<file path="src/rtl/irq_evt_pkg.sv">
package irq_evt_pkg;
  localparam int DATA_W    = 32;
  localparam int NUM_LINES = 13;
  localparam int EVT_LOW   = 19;
  localparam int ADDR_W    = 2;

  typedef struct packed {
    logic clrEvt;
    logic ldMask;
  } ctlStrobe_t;

  typedef enum logic [1:0] {
    RD_EVENT = 2'd0,
    RD_MASK  = 2'd1,
    RD_ZERO  = 2'd2
  } rdSel_t;

  // Fixed tie from interrupt line index to event bit position.
  function automatic int lineBit(input int idx);
    case (idx)
      0:       lineBit = 27;
      1:       lineBit = 26;
      2:       lineBit = 19;
      3:       lineBit = 20;
      4:       lineBit = 25;
      5:       lineBit = 24;
      6:       lineBit = 23;
      7:       lineBit = 21;
      8:       lineBit = 31;
      9:       lineBit = 28;
      10:      lineBit = 22;
      11:      lineBit = 29;
      default: lineBit = 30;
    endcase
  endfunction
endpackage

</file>
<file path="src/rtl/irq_evt_regctl.sv">
module irq_evt_regctl
  import irq_evt_pkg::*;
#(
  parameter int AW = ADDR_W
) (
  input  logic          clk,
  input  logic          rstN,
  input  logic          wrEn,
  input  logic [AW-1:0] addr,
  output ctlStrobe_t    strobe,
  output rdSel_t        rdSel
);
  localparam logic [AW-1:0] ADDR_EVT  = AW'(0);
  localparam logic [AW-1:0] ADDR_MASK = AW'(1);

  always_comb begin
    strobe        = '0;
    strobe.clrEvt = wrEn && (addr == ADDR_EVT);
    strobe.ldMask = wrEn && (addr == ADDR_MASK);
  end

  always_comb begin
    case (addr)
      ADDR_EVT:  rdSel = RD_EVENT;
      ADDR_MASK: rdSel = RD_MASK;
      default:   rdSel = RD_ZERO;
    endcase
  end


  strobe_excl_chk: assert property (@(posedge clk) disable iff (!rstN)
    $onehot0({strobe.clrEvt, strobe.ldMask}));


  stray_addr_chk: assert property (@(posedge clk) disable iff (!rstN)
    (addr != ADDR_EVT && addr != ADDR_MASK) |-> (strobe == '0));
endmodule

</file>
<file path="src/rtl/irq_evt_datapath.sv">
module irq_evt_datapath
  import irq_evt_pkg::*;
#(
  parameter int DW = DATA_W,
  parameter int NL = NUM_LINES,
  parameter int LB = EVT_LOW
) (
  input  logic          clk,
  input  logic          rstN,
  input  ctlStrobe_t    strobe,
  input  rdSel_t        rdSel,
  input  logic [DW-1:0] wrData,
  input  logic [NL-1:0] evtSet,
  output logic [DW-1:0] rdData,
  output logic [NL-1:0] lineOut
);
  localparam int HW = DW - LB;

  logic [DW-1:0] maskReg;
  logic [HW-1:0] evtHigh;
  logic [DW-1:0] evtWord;
  logic [DW-1:0] setWord;
  logic [NL-1:0] activeVec;
  logic [NL-1:0] lineState;
  logic [NL-1:0] changeVec;

  // Spread line-ordered pulses onto their event bit positions.
  always_comb begin
    setWord = '0;
    for (int k = 0; k < NL; k++) begin
      setWord[lineBit(k)] = evtSet[k];
    end
  end

  assign evtWord = {evtHigh, {LB{1'b0}}};

  // Event register: clear-by-one first, then sets override.
  always_ff @(posedge clk) begin
    if (!rstN) begin
      evtHigh <= '0;
    end else begin
      evtHigh <= (evtHigh & ~(strobe.clrEvt ? wrData[DW-1:LB] : {HW{1'b0}}))
                 | setWord[DW-1:LB];
    end
  end

  always_ff @(posedge clk) begin
    if (!rstN) begin
      maskReg <= '0;
    end else if (strobe.ldMask) begin
      maskReg <= wrData;
    end
  end

  always_comb begin
    case (rdSel)
      RD_EVENT: rdData = evtWord;
      RD_MASK:  rdData = maskReg;
      default:  rdData = '0;
    endcase
  end

  assign changeVec = activeVec ^ lineState;

  generate
    for (genvar g = 0; g < NL; g++) begin : gLine
      localparam int BP = lineBit(g);
      assign activeVec[g] = evtWord[BP] & maskReg[BP];

      always_ff @(posedge clk) begin
        if (!rstN) begin
          lineState[g] <= 1'b0;
        end else if (changeVec[g]) begin
          lineState[g] <= activeVec[g];
        end
      end


      set_wins_chk: assert property (@(posedge clk) disable iff (!rstN)
        evtSet[g] |=> evtWord[BP]);


      line_hold_chk: assert property (@(posedge clk) disable iff (!rstN)
        (lineState[g] == activeVec[g]) |=> $stable(lineState[g]));
    end
  endgenerate

  assign lineOut = lineState;


  mask_load_chk: assert property (@(posedge clk) disable iff (!rstN)
    strobe.ldMask |=> (maskReg == $past(wrData)));


  w1c_clear_chk: assert property (@(posedge clk) disable iff (!rstN)
    (strobe.clrEvt && evtSet == '0) |=> ((evtWord & $past(wrData)) == '0));


  evt_hold_chk: assert property (@(posedge clk) disable iff (!rstN)
    (!strobe.clrEvt && evtSet == '0) |=> $stable(evtWord));


  low_zero_chk: assert property (@(posedge clk) disable iff (!rstN)
    (rdSel == RD_EVENT) |-> (rdData[LB-1:0] == '0));
endmodule

</file>
<file path="src/rtl/irq_evt_ctrl.sv">
module irq_evt_ctrl
  import irq_evt_pkg::*;
(
  input  logic                 clk,
  input  logic                 rstN,
  input  logic                 regWrEn,
  input  logic [ADDR_W-1:0]    regAddr,
  input  logic [DATA_W-1:0]    regWrData,
  output logic [DATA_W-1:0]    regRdData,
  input  logic [NUM_LINES-1:0] evtSet,
  output logic [NUM_LINES-1:0] irqLine
);
  ctlStrobe_t strobe;
  rdSel_t     rdSel;

  irq_evt_regctl #(.AW(ADDR_W)) uCtl (
    .clk    (clk),
    .rstN   (rstN),
    .wrEn   (regWrEn),
    .addr   (regAddr),
    .strobe (strobe),
    .rdSel  (rdSel)
  );

  irq_evt_datapath #(.DW(DATA_W), .NL(NUM_LINES), .LB(EVT_LOW)) uDp (
    .clk     (clk),
    .rstN    (rstN),
    .strobe  (strobe),
    .rdSel   (rdSel),
    .wrData  (regWrData),
    .evtSet  (evtSet),
    .rdData  (regRdData),
    .lineOut (irqLine)
  );


  reset_quiet_chk: assert property (@(posedge clk)
    !rstN |=> (irqLine == '0));
endmodule

</file>
<file path="config.mk">
export PLATFORM = sky130hd
export DESIGN_NAME = irq_evt_ctrl
export DESIGN_NICKNAME = d
export VERILOG_FILES = /design/src/rtl/irq_evt_pkg.sv /design/src/rtl/irq_evt_regctl.sv /design/src/rtl/irq_evt_datapath.sv /design/src/rtl/irq_evt_ctrl.sv
export SDC_FILE = /design/constraint.sdc
export NUM_CORES = 1
export LEC_CHECK = 0
export ABC_AREA = 1
export BUFFER_PORTS_ARGS = -buffer_cell sky130_fd_sc_hd__buf_2
export CAP_MARGIN = 40
export CORE_UTILIZATION = 35
export DETAILED_ROUTE_END_ITERATION = 7
export PLACE_DENSITY = 0.62
export SLEW_MARGIN = 20
export SYNTH_ARGS = -nofsm -noshare
export SYNTH_HDL_FRONTEND = slang
export SYNTH_SLANG_ARGS = --single-unit
</file>
<file path="constraint.sdc">
create_clock -name clk -period 1 [get_ports clk]
set_input_delay 0.2 -clock clk [delete_from_list [all_inputs] [get_ports clk]]
set_output_delay 0.2 -clock clk [all_outputs]
set_load 0.02 [all_outputs]
</file>
==> metrics.md <==
| Metric | Value |
|---|---|
| Outcome | finished, violations left |
| Failing checks | DRC, setup timing |
| Area of the die | 7112 µm² |
| Clock slew at reported path FFs | 70 ps |
| Core area | 6459 µm² |
| Comb pwr share | 15.9% |
| Cells on worst reg2reg path | 4 |
| Setup crit end kind | output port |
| Clk sink count | 58 |
| Slowest CP cell | dfxtp_2 |
| Clock network fraction of design power | 39.5% |
| Synth unique cells | 17 |
| Worst Hold Class | in2reg |
| Met3 Use GR | 4.523% |
| Avg Cell Area, Syn | 7.390 µm² |
| Worst EP arrival | 1010 ps |
| Area grow syn2layout | 74.31% |
| CP Cell Sequence | inv_2 > o22ai_4 > buf_6 |
| VDD IR-drop max | 0.8078 mV |
| Antenna violations before repair | 0 |
| Io pins | 95 |
| Max incr delay on CP | 330 ps |
| Worst hold slack | 96.28 ps |
| Routed Antenna Nets | 0 |
| Pwr/cell area | 1337 nW/µm² |
| H-tree depth | 3 |
| Via count | 2428 |
| Final period util | 121.1% |
| Max Fclk | 825.4 MHz |
| Chip Width | 84.33 µm |
| Worst Path Required | 800 ps |
| Sequential fraction of the synthesis area | 48.95% |
| Final Critical Period | 1211 ps |
| Grt total ovfl | 0 |
| Synth Instances | 321 |
| Final hold violation count | 0 |
| Layout cells sized above 1 | 65.49% |
| Max-Cap Viols | 0 |
| Routed wire per std cell | 13.12 µm |
| Synth Net Count | 371 |
| Max FO, Critical Path | 2 |
| TritonCTS clock tree | built |
| Clock Tree Root | clkbuf_8 |
| Worst slew pin tran | 176.8 ps |
| Synth Register Bits | 58 |
| CP startpoint kind | register |
| Final Slew Violations | 0 |
| Vias in the first global route | 2343 |
| Met1 usage | 22.36% |
| First-pass GRT wire length | 10760 µm |
| LEAKAGE | 1.698 nW |
| Top Usage Layer GRT | met2 |
| Drt drc | 4 |
| Clock Path Buffers | 2 |
| Hold Buf Count CTS | 0 |
| Internal power | 4.118 mW |
| Yosys warning count | 0 |
| FP Rows | 29 |
| Placer Congestion | 0.7275 |
| Hold Crit Depth | 3 |
| Total CTS buffers | 9 |
| Clock Skews | 5.939 ps |
| Sw frac | 25.53% |
| Fin cells | 529 |
| Final HPWL DP | 4128 µm |
| Most frequent cells in the layout | nand2_1, dfxtp_2, buf_2 |
| Slew headroom | 88.21% |
| Final WL | 6939 µm |
| GR Util met2 | 34.35% |
| N_diodes | 0 |
| Final setup fails | 32 |
| 1st-iter DRT viols | 98 |
| Total GRT Usage | 19.34% |
| Final worst-path setup slack | -211.5 ps |
| RSZ-0062 raised after global routing | true |
| Layout Nets | 497 |
| Placed cells | 496 |
| Height of the die | 84.33 µm |
| Net Switching | 1.412 mW |
| Via density | 4.590 |
| Pre-antenna DRT Iters | 8 |
| Seq pwr share | 44.6% |
| Commonest non-fill, non-tap cell in the layout | nand2_1 |
| Initial cell density of the core | 36.73% |
| Critical path type | reg2out |
| Port Buffers | 94 |
| Clock latency on the worst-skew pair | 330 ps |
| Post-synthesis cell area | 2372 µm² |
| Largest net degree at the start of global routing | 33 |
## worst paths after layout
kind	from	slack, ps	end
max	uDp.maskReg[30]	-210	regRdData[30]
min reg2reg	uDp.evtHigh[1]	460	uDp.evtHigh[1]
max reg2reg	uDp.maskReg[27]	210	uDp.maskReg[27]
min	evtSet[10]	100	uDp.evtHigh[3]
## layer usage
layer	up-vias	wire length [µm]	part of all wire, %
met1	1100	2904	42
met3	16	297	4.3
li1	1248	-	-
met4	0	156	2.2
met5	-	0	0
met2	64	3581	52
## power by group through the flow
stage                     sequential, mW  combinational (mW)  clock (mW)
after floorplan                     2.48               0.403           0
after global placement              2.48               0.690           0
after detailed placement            2.48               0.700           0
after CTS                           2.46               0.807        2.23
after global routing                2.47               0.951        2.35
final                               2.46               0.881        2.18
## flip-flops by register name (all words and copies together) (netlist names)
name / flops
uDp.maskReg: 32
uDp.evtHigh: 13
uDp.lineOut: 13
## cells by family (layout without fill, tap and decap cells)
| logic type | count (synthesis) | count (layout) | share of synthesized area (%) |
|---|---|---|---|
| compound gates | 58 | 58 | 14.50 |
| buf+inv | 80 | 211 | 14.08 |
| flops | 58 | 58 | 48.94 |
| simple gates | 125 | 125 | 22.47 |
## critical path: cells and delay by family, from the launching register on
| family | cells | cell delay, ps |
|---|---|---|
| AOI/OAI and AO/OA | 1 | 160 |
| buffers and inverters | 2 | 190 |
| DFF | 1 | 330 |
## area by class of cell
class,count,area (µm²)
Clock buffer,14,162.7
Clock inverter,2,35.03
Fill cell,528,2323
Inverter,62,240.2
Multi-Input combinational cell,183,1177
Sequential cell,58,1225
Tap cell,77,96.34
Timing Repair Buffer,133,1199
## Yosys cell counts
master	n	area, µm²
a21oi_1	35	175.2
a21oi_2	10	87.58
buf_1	3	11.26
buf_2	6	30.03
buf_4	1	7.510
buf_6	3	33.78
clkbuf_1	5	18.77
dfxtp_1	58	1161
inv_1	60	225.2
inv_2	2	7.510
nand2_1	68	255.2
nand2_2	10	62.56
nand3_1	13	65.06
nand3_2	1	10.01
nor2_1	20	75.07
nor3_1	13	65.06
o22ai_1	13	81.33
## per-stage QoR
| step | instance area [µm²] | setup slack [ps] | util, % | power (mW) | setup TNS [ps] |
|---|---|---|---|---|---|
| after CTS | 3837 | -223.7 | 59.41 | 5.495 | -5185 |
| after global routing | 4135 | -264.5 | 64.03 | 5.775 | -6254 |
| after global placement | 3262 | -240.8 | 50.50 | 3.173 | -10530 |
| final | 4135 | -211.5 | 64.03 | 5.529 | -4947 |
| after detailed placement | 3262 | -253.2 | 50.50 | 3.185 | -11860 |
| after floorplan | 2551 | -56.31 | - | 2.885 | -848.2 |
## what timing repair did
action | 4_1_cts | 5_1_grt
gates resized for setup | 144 | 82
pin swaps | 19 | 17
endpoints found under the setup margin | 39 | 44
buffers inserted | 10 | 5
cloned | 1 | 1
Power figures use the tool's default switching activity.
